$ cat src/rtl/front_pkg.sv
package front_pkg;

  localparam int unsigned ILEN = 32;

  localparam logic [ILEN-1:0] NOP_WORD = 32'h0000_0013;

  localparam logic [6:0] OPC_BRANCH = 7'h63;
  localparam logic [6:0] OPC_JUMP   = 7'h6F;
  localparam logic [6:0] OPC_REGJMP = 7'h67;

  localparam logic [2:0] CMP_EQ  = 3'h0;
  localparam logic [2:0] CMP_NE  = 3'h1;
  localparam logic [2:0] CMP_LT  = 3'h4;
  localparam logic [2:0] CMP_LTU = 3'h6;

  // Strobes from the redirect control into the fetch datapath.
  typedef struct packed {
    logic kill;        // squash the fetched word and take the target
    logic useRegBase;  // target is register plus immediate, not pc-relative
  } redirStrobe_t;

endpackage

$ cat src/rtl/branchCompare.sv
module branchCompare
  import front_pkg::*;
#(
  parameter int unsigned XLEN = 32
) (
  input  logic [XLEN-1:0] lhs,
  input  logic [XLEN-1:0] rhs,
  input  logic [2:0]      cmpSel,
  output logic            taken
);

  logic isEqual;
  logic isLessSigned;
  logic isLessUnsigned;

  assign isEqual        = (lhs == rhs);
  assign isLessSigned   = ($signed(lhs) < $signed(rhs));
  assign isLessUnsigned = (lhs < rhs);

  always_comb begin
    case (cmpSel)
      CMP_EQ:  taken = isEqual;
      CMP_NE:  taken = !isEqual;
      CMP_LT:  taken = isLessSigned;
      CMP_LTU: taken = isLessUnsigned;
      default: taken = 1'b0;
    endcase
  end

endmodule

$ cat src/rtl/redirectControl.sv
module redirectControl
  import front_pkg::*;
#(
  parameter int unsigned XLEN = 32
) (
  input  logic [6:0]      opcode,
  input  logic [2:0]      funct3,
  input  logic [XLEN-1:0] rs1Val,
  input  logic [XLEN-1:0] rs2Val,
  output redirStrobe_t    strobes
);

  logic isBranch;
  logic isJump;
  logic isRegJump;
  logic condMet;

  assign isBranch  = (opcode == OPC_BRANCH);
  assign isJump    = (opcode == OPC_JUMP);
  assign isRegJump = (opcode == OPC_REGJMP) && (funct3 == 3'h0);

  branchCompare #(.XLEN(XLEN)) u_cmp (
    .lhs    (rs1Val),
    .rhs    (rs2Val),
    .cmpSel (funct3),
    .taken  (condMet)
  );

  always_comb begin
    strobes.kill       = isJump || isRegJump || (isBranch && condMet);
    strobes.useRegBase = isRegJump;
  end

endmodule

$ cat src/rtl/fetchDatapath.sv
module fetchDatapath
  import front_pkg::*;
#(
  parameter int unsigned XLEN = 32,
  parameter logic [XLEN-1:0] RESET_PC = '0
) (
  input  logic            clk,
  input  logic            rst,
  input  redirStrobe_t    strobes,
  input  logic [ILEN-1:0] fetchInstr,
  input  logic [XLEN-1:0] rs1Val,
  input  logic [XLEN-1:0] immVal,
  output logic [XLEN-1:0] fetchAddr,
  output logic [ILEN-1:0] exInstr,
  output logic [XLEN-1:0] exPc,
  output logic [XLEN-1:0] exLink
);

  localparam logic [XLEN-1:0] STEP      = XLEN'(4);
  localparam logic [XLEN-1:0] EVEN_MASK = ~XLEN'(1);

  logic [XLEN-1:0] pcReg;
  logic [XLEN-1:0] exPcReg;
  logic [ILEN-1:0] instrReg;
  logic [XLEN-1:0] relTarget;
  logic [XLEN-1:0] regTarget;
  logic [XLEN-1:0] redirTarget;
  logic [XLEN-1:0] nextPc;

  assign relTarget   = exPcReg + (immVal << 1);
  assign regTarget   = (rs1Val + immVal) & EVEN_MASK;
  assign redirTarget = strobes.useRegBase ? regTarget : relTarget;
  assign nextPc      = strobes.kill ? redirTarget : (pcReg + STEP);

  always_ff @(posedge clk) begin
    if (rst) begin
      pcReg    <= RESET_PC;
      exPcReg  <= RESET_PC;
      instrReg <= NOP_WORD;
    end else begin
      pcReg    <= nextPc;
      exPcReg  <= pcReg;
      instrReg <= strobes.kill ? NOP_WORD : fetchInstr;
    end
  end

  assign fetchAddr = pcReg;
  assign exInstr   = instrReg;
  assign exPc      = exPcReg;
  assign exLink    = exPcReg + STEP;

  assert_reset_state_R1: assert property (@(posedge clk)
    rst |=> (pcReg == RESET_PC && exPcReg == RESET_PC && instrReg == NOP_WORD));

  assert_seq_step_R2: assert property (@(posedge clk) disable iff (rst)
    !strobes.kill |=> (pcReg == $past(pcReg) + STEP));

  assert_ex_pc_follows_R2: assert property (@(posedge clk) disable iff (rst)
    1'b1 |=> (exPcReg == $past(pcReg)));

  assert_squash_nop_R6: assert property (@(posedge clk) disable iff (rst)
    strobes.kill |=> (instrReg == NOP_WORD));

  assert_pc_even_R8: assert property (@(posedge clk) disable iff (rst)
    pcReg[0] == 1'b0);

endmodule

$ cat src/rtl/branch_kill_front.sv
module branch_kill_front
  import front_pkg::*;
#(
  parameter int unsigned XLEN = 32
) (
  input  logic            clk,
  input  logic            rst,
  input  logic [31:0]     fetchInstr,
  input  logic [XLEN-1:0] rs1Val,
  input  logic [XLEN-1:0] rs2Val,
  input  logic [XLEN-1:0] immVal,
  output logic [XLEN-1:0] fetchAddr,
  output logic [31:0]     exInstr,
  output logic [XLEN-1:0] exPc,
  output logic [XLEN-1:0] exLink
);

  redirStrobe_t strobes;
  logic [ILEN-1:0] exInstrW;

  redirectControl #(.XLEN(XLEN)) u_ctrl (
    .opcode  (exInstrW[6:0]),
    .funct3  (exInstrW[14:12]),
    .rs1Val  (rs1Val),
    .rs2Val  (rs2Val),
    .strobes (strobes)
  );

  fetchDatapath #(.XLEN(XLEN)) u_dp (
    .clk        (clk),
    .rst        (rst),
    .strobes    (strobes),
    .fetchInstr (fetchInstr),
    .rs1Val     (rs1Val),
    .immVal     (immVal),
    .fetchAddr  (fetchAddr),
    .exInstr    (exInstrW),
    .exPc       (exPc),
    .exLink     (exLink)
  );

  assign exInstr = exInstrW;

endmodule

$ cat config.mk
export PLATFORM = sky130hd
export DESIGN_NAME = branch_kill_front
export DESIGN_NICKNAME = d
export VERILOG_FILES = /design/src/rtl/front_pkg.sv /design/src/rtl/branchCompare.sv /design/src/rtl/redirectControl.sv /design/src/rtl/fetchDatapath.sv /design/src/rtl/branch_kill_front.sv
export SDC_FILE = /design/constraint.sdc
export NUM_CORES = 1
export LEC_CHECK = 0
export BUFFER_PORTS_ARGS = -buffer_cell sky130_fd_sc_hd__buf_2
export CAP_MARGIN = 5
export CORE_MARGIN = 5
export CORE_UTILIZATION = 45
export DETAILED_ROUTE_END_ITERATION = 12
export PLACE_DENSITY = 0.75
export SLEW_MARGIN = 5
export SYNTH_ARGS = -nofsm -noshare
export SYNTH_HDL_FRONTEND = slang
export SYNTH_SLANG_ARGS = --single-unit
$ cat constraint.sdc
create_clock -name clk -period 3.1 [get_ports clk]
set_clock_uncertainty 0.05 [all_clocks]
set_input_delay 0 -clock clk [delete_from_list [all_inputs] [get_ports clk]]
set_output_delay 0 -clock clk [all_outputs]
set_load 0.03 [all_outputs]
==> summary.txt, run 1 <==
Yosys
  – Mapped Area: 8090 um2
  – Net Count, Synth: about 1.2k
  – Post-synth EDFFs: 0
  – Largest cells by area after synthesis: dfxtp_1, ha_1, xnor2_1, a21oi_1, xor2_1
  – Flops & latches, synth: 96
  – Synth warn: 0
  – Register area share after synthesis: 0.237
  – Commonest cells in the netlist: dfxtp_1, ha_1, nand2_1
  – Mapped Avg Cell Area: a little under 8 um2
  – Ys async rst share: 0
  – Synth cell types: 73
  – Share of the synthesized area in the top cell type: 0.237
  – Synth area leader: dfxtp_1
  – Ys flop type: dfxtp_1
  – Cell with the most instances after synthesis: dfxtp_1
  – Cell count after synthesis: approximately 1.0k

Hold path
  – Hold Startpoint: immVal[30]
  – Min-delay worst type: primary input to flop
  – Hold path endpoint: u_dp.fetchAddr[31]
  – Hold Path Cell Cnt: 4

STA
  – Hold Fails Final Rpt: 0
  – Fin worst setup slack: roughly 0.099 ns
  – Tcrit/Tclk final: 0.968
  – Crit path time final: between 3 and 4 ns
  – Final hold slack: approximately 0.064 ns
  – Relative slew slack: 0.405
  – Setup TNS: 0 ns
  – Final Max Tran Viols: 0
  – RSZ-0062 raised after global routing: no
  – Measured slew at the worst slew-check pin: between 0.8 and 0.9 ns
  – Highest Clock Rate: 333 MHz
  – Setup Viol. Count Final: 0

Setup path
  – WP data required: roughly 3.3 ns
  – Crit path max-delay family: compound AO/OA/AOI/OAI gates
  – CP max-delay cell: or4b_1
  – CP Cell Sequence: ha_2 -> inv_2 -> fa_2 -> nor2b_1 -> o31a_1 -> o21ai_4 -> a211oi_4 -> or4b_1 -> a311o_1 -> a21oi_2 -> xnor2_1 -> a2111oi_2
  – CP bufs+invs: 1
  – Critical path class: flop to flop
  – Setup crit end kind: flop
  – Max incr delay on CP: approximately 0.54 ns
  – Worst setup SP type: flop
  – WP data arrival: 3.21 ns
  – Crit-path max FO: 4
  – Reg2reg setup slack: just under 0.1 ns
  – WP depth: 12
  – Worst R2R End: u_dp.fetchAddr[31]
  – Worst reg2reg path depth: 12
  – FF-to-FF Start: u_dp.exPc[1]

Pwr
  – Pwr/cell area: around 310 nW/um2
  – Peak VDD IR: roughly 350 uV
  – Lkg Pwr: ~5.2 nW

Floorplanning
  – Initial core utilization: 0.454
  – Chip Width: around 140 um
  – Die area: 20,800 um2
  – Core Footprint: 17,800 um2
  – Die span in y: between 100 and 150 um
  – I/O pin cnt: 258
  – Row count: between 40 and 50

Outcome
  – Status: completed

Drt
  – Drt wl/cell: 17.5 um
  – DRC viols: 0
  – DRT iter0 DRCs: about 680
  – Drt pass-1 iters: 8
  – Total length of routed wires: 27.6 mm
  – Via count: between 8k and 9k
  – DR vias/cell: 5.57
  – Final ANT Viol Nets: 0

Layout
  – Layout area overhead: 32.1%
  – Layout Nets: roughly 1.6k
  – FF/Latch Area: 1930 um2
  – Final core occ: 0.599
  – Area of the multi-input gates: approximately 5900 um2
  – Diodes inserted: 0
  – Ratio of cells with drive above 1 in the final layout: 0.266
  – Fillers: around 1.6k

GRT
  – Global-route wire length before repair: 42.4 mm
  – Remaining Overflow, GRT: 0
  – Vias in the first global route: approximately 8.3k
  – Pin count of the biggest net entering global routing: 38
  – GRT Total Usage: 0.258
  – Initial antenna violation count: 0

CTS
  – Number of buffers created by CTS: 9
  – Clock Path Buffers: 2
  – CTS H-tree depth: 3
  – Clk sink count: 96
  – Clock root buffer: clkbuf_16
  – Clk_lat worst skew: ~0.36 ns
  – CTS clock-pin slew for the worst setup and hold paths: ~0.070 ns
  – CTS tree: yes

Placed design
  – Port Buffers: ~260
  – Dpl ws: around 0.004 ns
  – Post-detail-place hpwl: 22.2 mm
  – GP Congestion: between 0.9 and 1

Job
  – Max Cap Viol: 0
[repair_timing]
action	CTS	global route
pin swaps	0	8
hold endpoints to repair	32	0
hold buffers	32	0
resized for setup	2	18
setup buffers	0	2
setup endpoints to repair	3	10
[logic make-up after synthesis]
logic type	count (synthesis)	share of synthesized area
XOR/XNOR	100	0.108
adder cells (fa/ha/maj)	96	0.150
flip-flops	96	0.237
AO/OA/AOI/OAI	256	0.210
multiplexers	8	0.0100
buffers and inverters	82	0.0402
AND/OR/NAND/NOR	384	0.244
[tightest hold or removal path: cells and delay by family]
| family | cells | cell delay [ns] |
|---|---|---|
| xor gates and xnor gates | 2 | 0.27 |
| buffers and inverters | 1 | 0.09 |
| AOI/OAI and AO/OA | 1 | 0.06 |
[cell usage in the layout (no fill, tap or decap), drive strengths merged, types with 10 or more instances in the layout]
cell type,n
nor3,16
ha,94
and2,38
inv,58
o21a,12
buf,306
a211oi,24
dlygate4sd3,32
xor2,38
dfxtp,96
nand3,32
a31oi,11
or3,13
xnor2,62
nand2,84
nor2,82
a21o,24
a311oi,10
nor2b,37
and3,24
a21oi,74
nand4,24
o21ai,48
[flip-flops by register name, summed over array words and instances (netlist names)]
register        count
u_dp.fetchAddr     32
u_dp.exInstr       32
u_dp.exPc          32
[where the power goes]
part | internal [mW] | switching (mW) | total [mW]
clock | 0.572 | 0.576 | 1.15
sequential | 1.26 | 0.0188 | 1.28
combinational | 0.377 | 0.482 | 0.859
total | 2.21 | 1.08 | 3.29
[stage by stage]
stage	cell area, um2	std cells	total power [mW]
after floorplan	8100	1022	1.83
after global placement	9980	1527	2.11
after detailed placement	9980	1527	2.12
after CTS	10600	1575	3.29
after global routing	10700	1577	3.46
final	10700	1577	3.29
[cell type report]
| type | count | area share |
|---|---|---|
| Tap cell | 229 | 0.0268 |
| Inverter | 54 | 0.0190 |
| Clock buffer | 9 | 0.0211 |
| Sequential cell | 96 | 0.180 |
| Clock inverter | 7 | 0.00691 |
| Multi-Input combinational cell | 844 | 0.554 |
| Timing Repair Buffer | 338 | 0.192 |
[routing by layer]
| metal | track usage | share of wire | vias to the layer above |
|---|---|---|---|
| met4 | 0.0902 | 0.032 | 0 |
| met1 | 0.330 | 0.42 | 4013 |
| met5 | 0 | 0 | - |
| li1 | - | - | 4336 |
| met2 | 0.424 | 0.46 | 373 |
| met3 | 0.0668 | 0.085 | 55 |
[worst max path at each step]
| stage | startpoint | endpoint |
|---|---|---|
| 4_1_cts | u_dp.exPc[8] | u_dp.fetchAddr[30] |
| 3_5_place_dp | u_dp.exPc[1] | u_dp.fetchAddr[29] |
| 6_report | u_dp.exPc[1] | u_dp.fetchAddr[31] |
| 2_1_floorplan | u_dp.exPc[2] | u_dp.fetchAddr[31] |
| 3_3_place_gp | u_dp.exPc[1] | u_dp.fetchAddr[29] |
| 5_1_grt | u_dp.exPc[1] | u_dp.fetchAddr[31] |
(Power assumes the default switching activity.)
==> inputs of run 2 (changes only) <==
CORE_ASPECT_RATIO = 2   (was default)
==> run 2 against run 1 <==
  * Non-clock buffer count rose by 11
  * Flip-flop and latch count is the same
  * Core utilization is 0.44 points higher
  * Die area grew 0.78%
==> summary.txt, run 2 (synthesis results as in run 1) <==
STA
  – Final Max Tran Viols: 0 (unchanged)
  – Crit path time final: 3.01 ns (+0.0123 ns)
  – Relative slew slack: 0.511 (+0.106)
  – Fin worst setup slack: 0.0868 ns (-0.0123 ns)
  – Hold Fails Final Rpt: 0 (unchanged)
  – Setup Viol. Count Final: 0 (unchanged)
  – RSZ-0062 raised after global routing: yes
  – Measured slew at the worst slew-check pin: 0.734 ns (-0.148 ns)
  – Tcrit/Tclk final: 0.972 (+0.00395)
  – Highest Clock Rate: 332 MHz (-0.41%)

Placed design
  – Port Buffers: 257 (unchanged)
  – Cells after DPL: 1,517 (-0.65%)
  – Area after DPL: 9980 um2 (unchanged)
  – GP Congestion: 0.988 (+0.30%)
  – Dpl ws: -0.0228 ns (-0.0268 ns)
  – Post-detail-place hpwl: 26.0 mm (+17%)

Layout
  – Diodes inserted: 0 (unchanged)
  – Leading cell type in the layout, fill and taps excluded: buf_2
  – Ratio of cells with drive above 1 in the final layout: 0.268 (+0.00227)
  – Final std cells w/o fill: 1,572 (-0.32%)
  – Most frequent cells in the layout: buf_2, ha_1, dfxtp_1, nand2_1, nor2_1
  – Final Cell Area: 10,700 um2 (+0.42%)
  – Layout area overhead: 32.6%
  – Final core occ: 0.603 (+0.00443)
  – Layout Nets: 1,580 (+0.70%)

GRT
  – Remaining Overflow, GRT: 0 (unchanged)
  – Global-route wire length before repair: 47.6 mm (+12%)
  – Pin count of the biggest net entering global routing: 58 (+53%)
  – Vias in the first global route: 9,400 (+13%)
  – Initial antenna violation count: 0 (unchanged)
  – GRT Total Usage: 0.290 (+0.0313)

CTS
  – Number of buffers created by CTS: 9 (unchanged)
  – CTS H-tree depth: 3 (unchanged)
  – Clk sink count: 96 (unchanged)
  – Clk_lat worst skew: 0.35 ns (about the same)
  – CTS clock-pin slew for the worst setup and hold paths: 0.07 ns (about the same)
  – Clock root buffer: clkbuf_16
  – Clock Path Buffers: 2 (unchanged)
  – CTS tree: yes

Floorplanning
  – Row count: 69 (+41%)
  – Initial core utilization: 0.455 (+0.00144)
  – Chip Width: 105 um (-27%)
  – I/O pin cnt: 258 (unchanged)
  – Die area: 20,900 um2 (+0.78%)
  – Core Footprint: 17,800 um2 (-0.32%)
  – Die span in y: 200 um (+39%)

Drt
  – Total length of routed wires: 31.8 mm (+15%)
  – DRC viols: 0 (unchanged)
  – Drt wl/cell: 20.2 um (+15%)
  – DR vias/cell: 5.80 (+4.2%)
  – Final ANT Viol Nets: 0 (unchanged)
  – Via count: 9,120 (+3.9%)
  – DRT iter0 DRCs: 366 (-46%)
  – Drt pass-1 iters: 5 (-3)

Pwr
  – Power, Total: 3.28 mW (-0.28%)
  – Lkg Pwr: 5.25 nW (+0.61%)
  – Pwr/cell area: 305 nW/um2 (-0.70%)
  – Peak VDD IR: 243 uV (-31%)

Outcome
  – Status: completed

Setup path
  – Max incr delay on CP: 0.55 ns (about the same)
  – Crit path max-delay family: compound AO/OA/AOI/OAI gates
  – WP data required: 3.30 ns (about the same)
  – CP Cell Sequence: ha_4 -> inv_2 -> fa_2 -> nor2b_2 -> o31a_1 -> o21ai_4 -> a211oi_4 -> or4b_4 -> a311o_1 -> a21oi_2 -> xnor2_2 -> a2111oi_2
  – Crit-path max FO: 4 (unchanged)
  – WP data arrival: 3.21 ns (about the same)
  – Setup crit end kind: flop
  – CP max-delay cell: or4b_4
  – Critical path class: flop to flop
  – CP bufs+invs: 1 (unchanged)
  – Worst setup SP type: flop

Job
  – Max Cap Viol: 0 (unchanged)

Hold path
  – Min-delay worst type: primary input to flop
[run 2: power by group]
group | internal [mW] | total, mW | switching (mW)
registers | 1.26 | 1.28 | 0.0183
logic | 0.376 | 0.885 | 0.510
clock network | 0.569 | 1.11 | 0.544
total | 2.21 | 3.28 | 1.07
[run 2: path summary, 6_finish.rpt]
| kind | from | to | slack, ns | cells after the start |
|---|---|---|---|---|
| max | u_dp.exPc[1] | u_dp.fetchAddr[31] | 0.09 | 12 |
| min | immVal[30] | u_dp.fetchAddr[31] | 0.08 | 4 |
| max reg2reg | u_dp.exPc[1] | u_dp.fetchAddr[31] | 0.09 | 12 |
| min reg2reg | u_dp.fetchAddr[1] | u_dp.exPc[1] | 0.44 | 1 |
[run 2: routing by layer]
layer  vias up  part of all wire  GRT usage
met1      4267              0.31      0.260
li1       4357                 -          -
met5         -                 0          0
met4         0              0.10      0.251
met3       140             0.050     0.0378
met2       356              0.54      0.554
[run 2: final cells by class]
cell class,count,area [um2]
clock buffers,9,225
clock inverters,7,71.3
fillers,1700,7050
inverters,54,203
multi-input cells,844,5920
flip-flops and latches,96,1930
well taps,213,267
repair buffers,349,2120
[run 2: worst register-to-register path, stage by stage (launching register included)]
cell and delay, ns:
dfxtp_2 0.34, ha_4 0.16, inv_2 0.06, fa_2 0.22, nor2b_2 0.05, o31a_1 0.34
o21ai_4 0.23, a211oi_4 0.10, or4b_4 0.55, a311o_1 0.30, a21oi_2 0.17, xnor2_2 0.08
a2111oi_2 0.28
[run 2: repair_timing]
action	4_1_cts	5_1_grt
resized for setup	1	17
hold endpoints to repair	36	0
hold buffers	36	0
setup endpoints to repair	1	11
buffers inserted	0	3
pin swaps	0	7
[run 2: metrics by stage]
| step | hold slack (ns) | setup TNS [ns] |
|---|---|---|
| 6_report | 0.0804 | 0 |
| 5_1_grt | 0.128 | -0.0317 |
| 4_1_cts | 0.0838 | 0 |
| 3_5_place_dp | 0.136 | -0.0228 |
| 3_3_place_gp | 0.133 | 0 |
| 2_1_floorplan | 0.0523 | 0 |
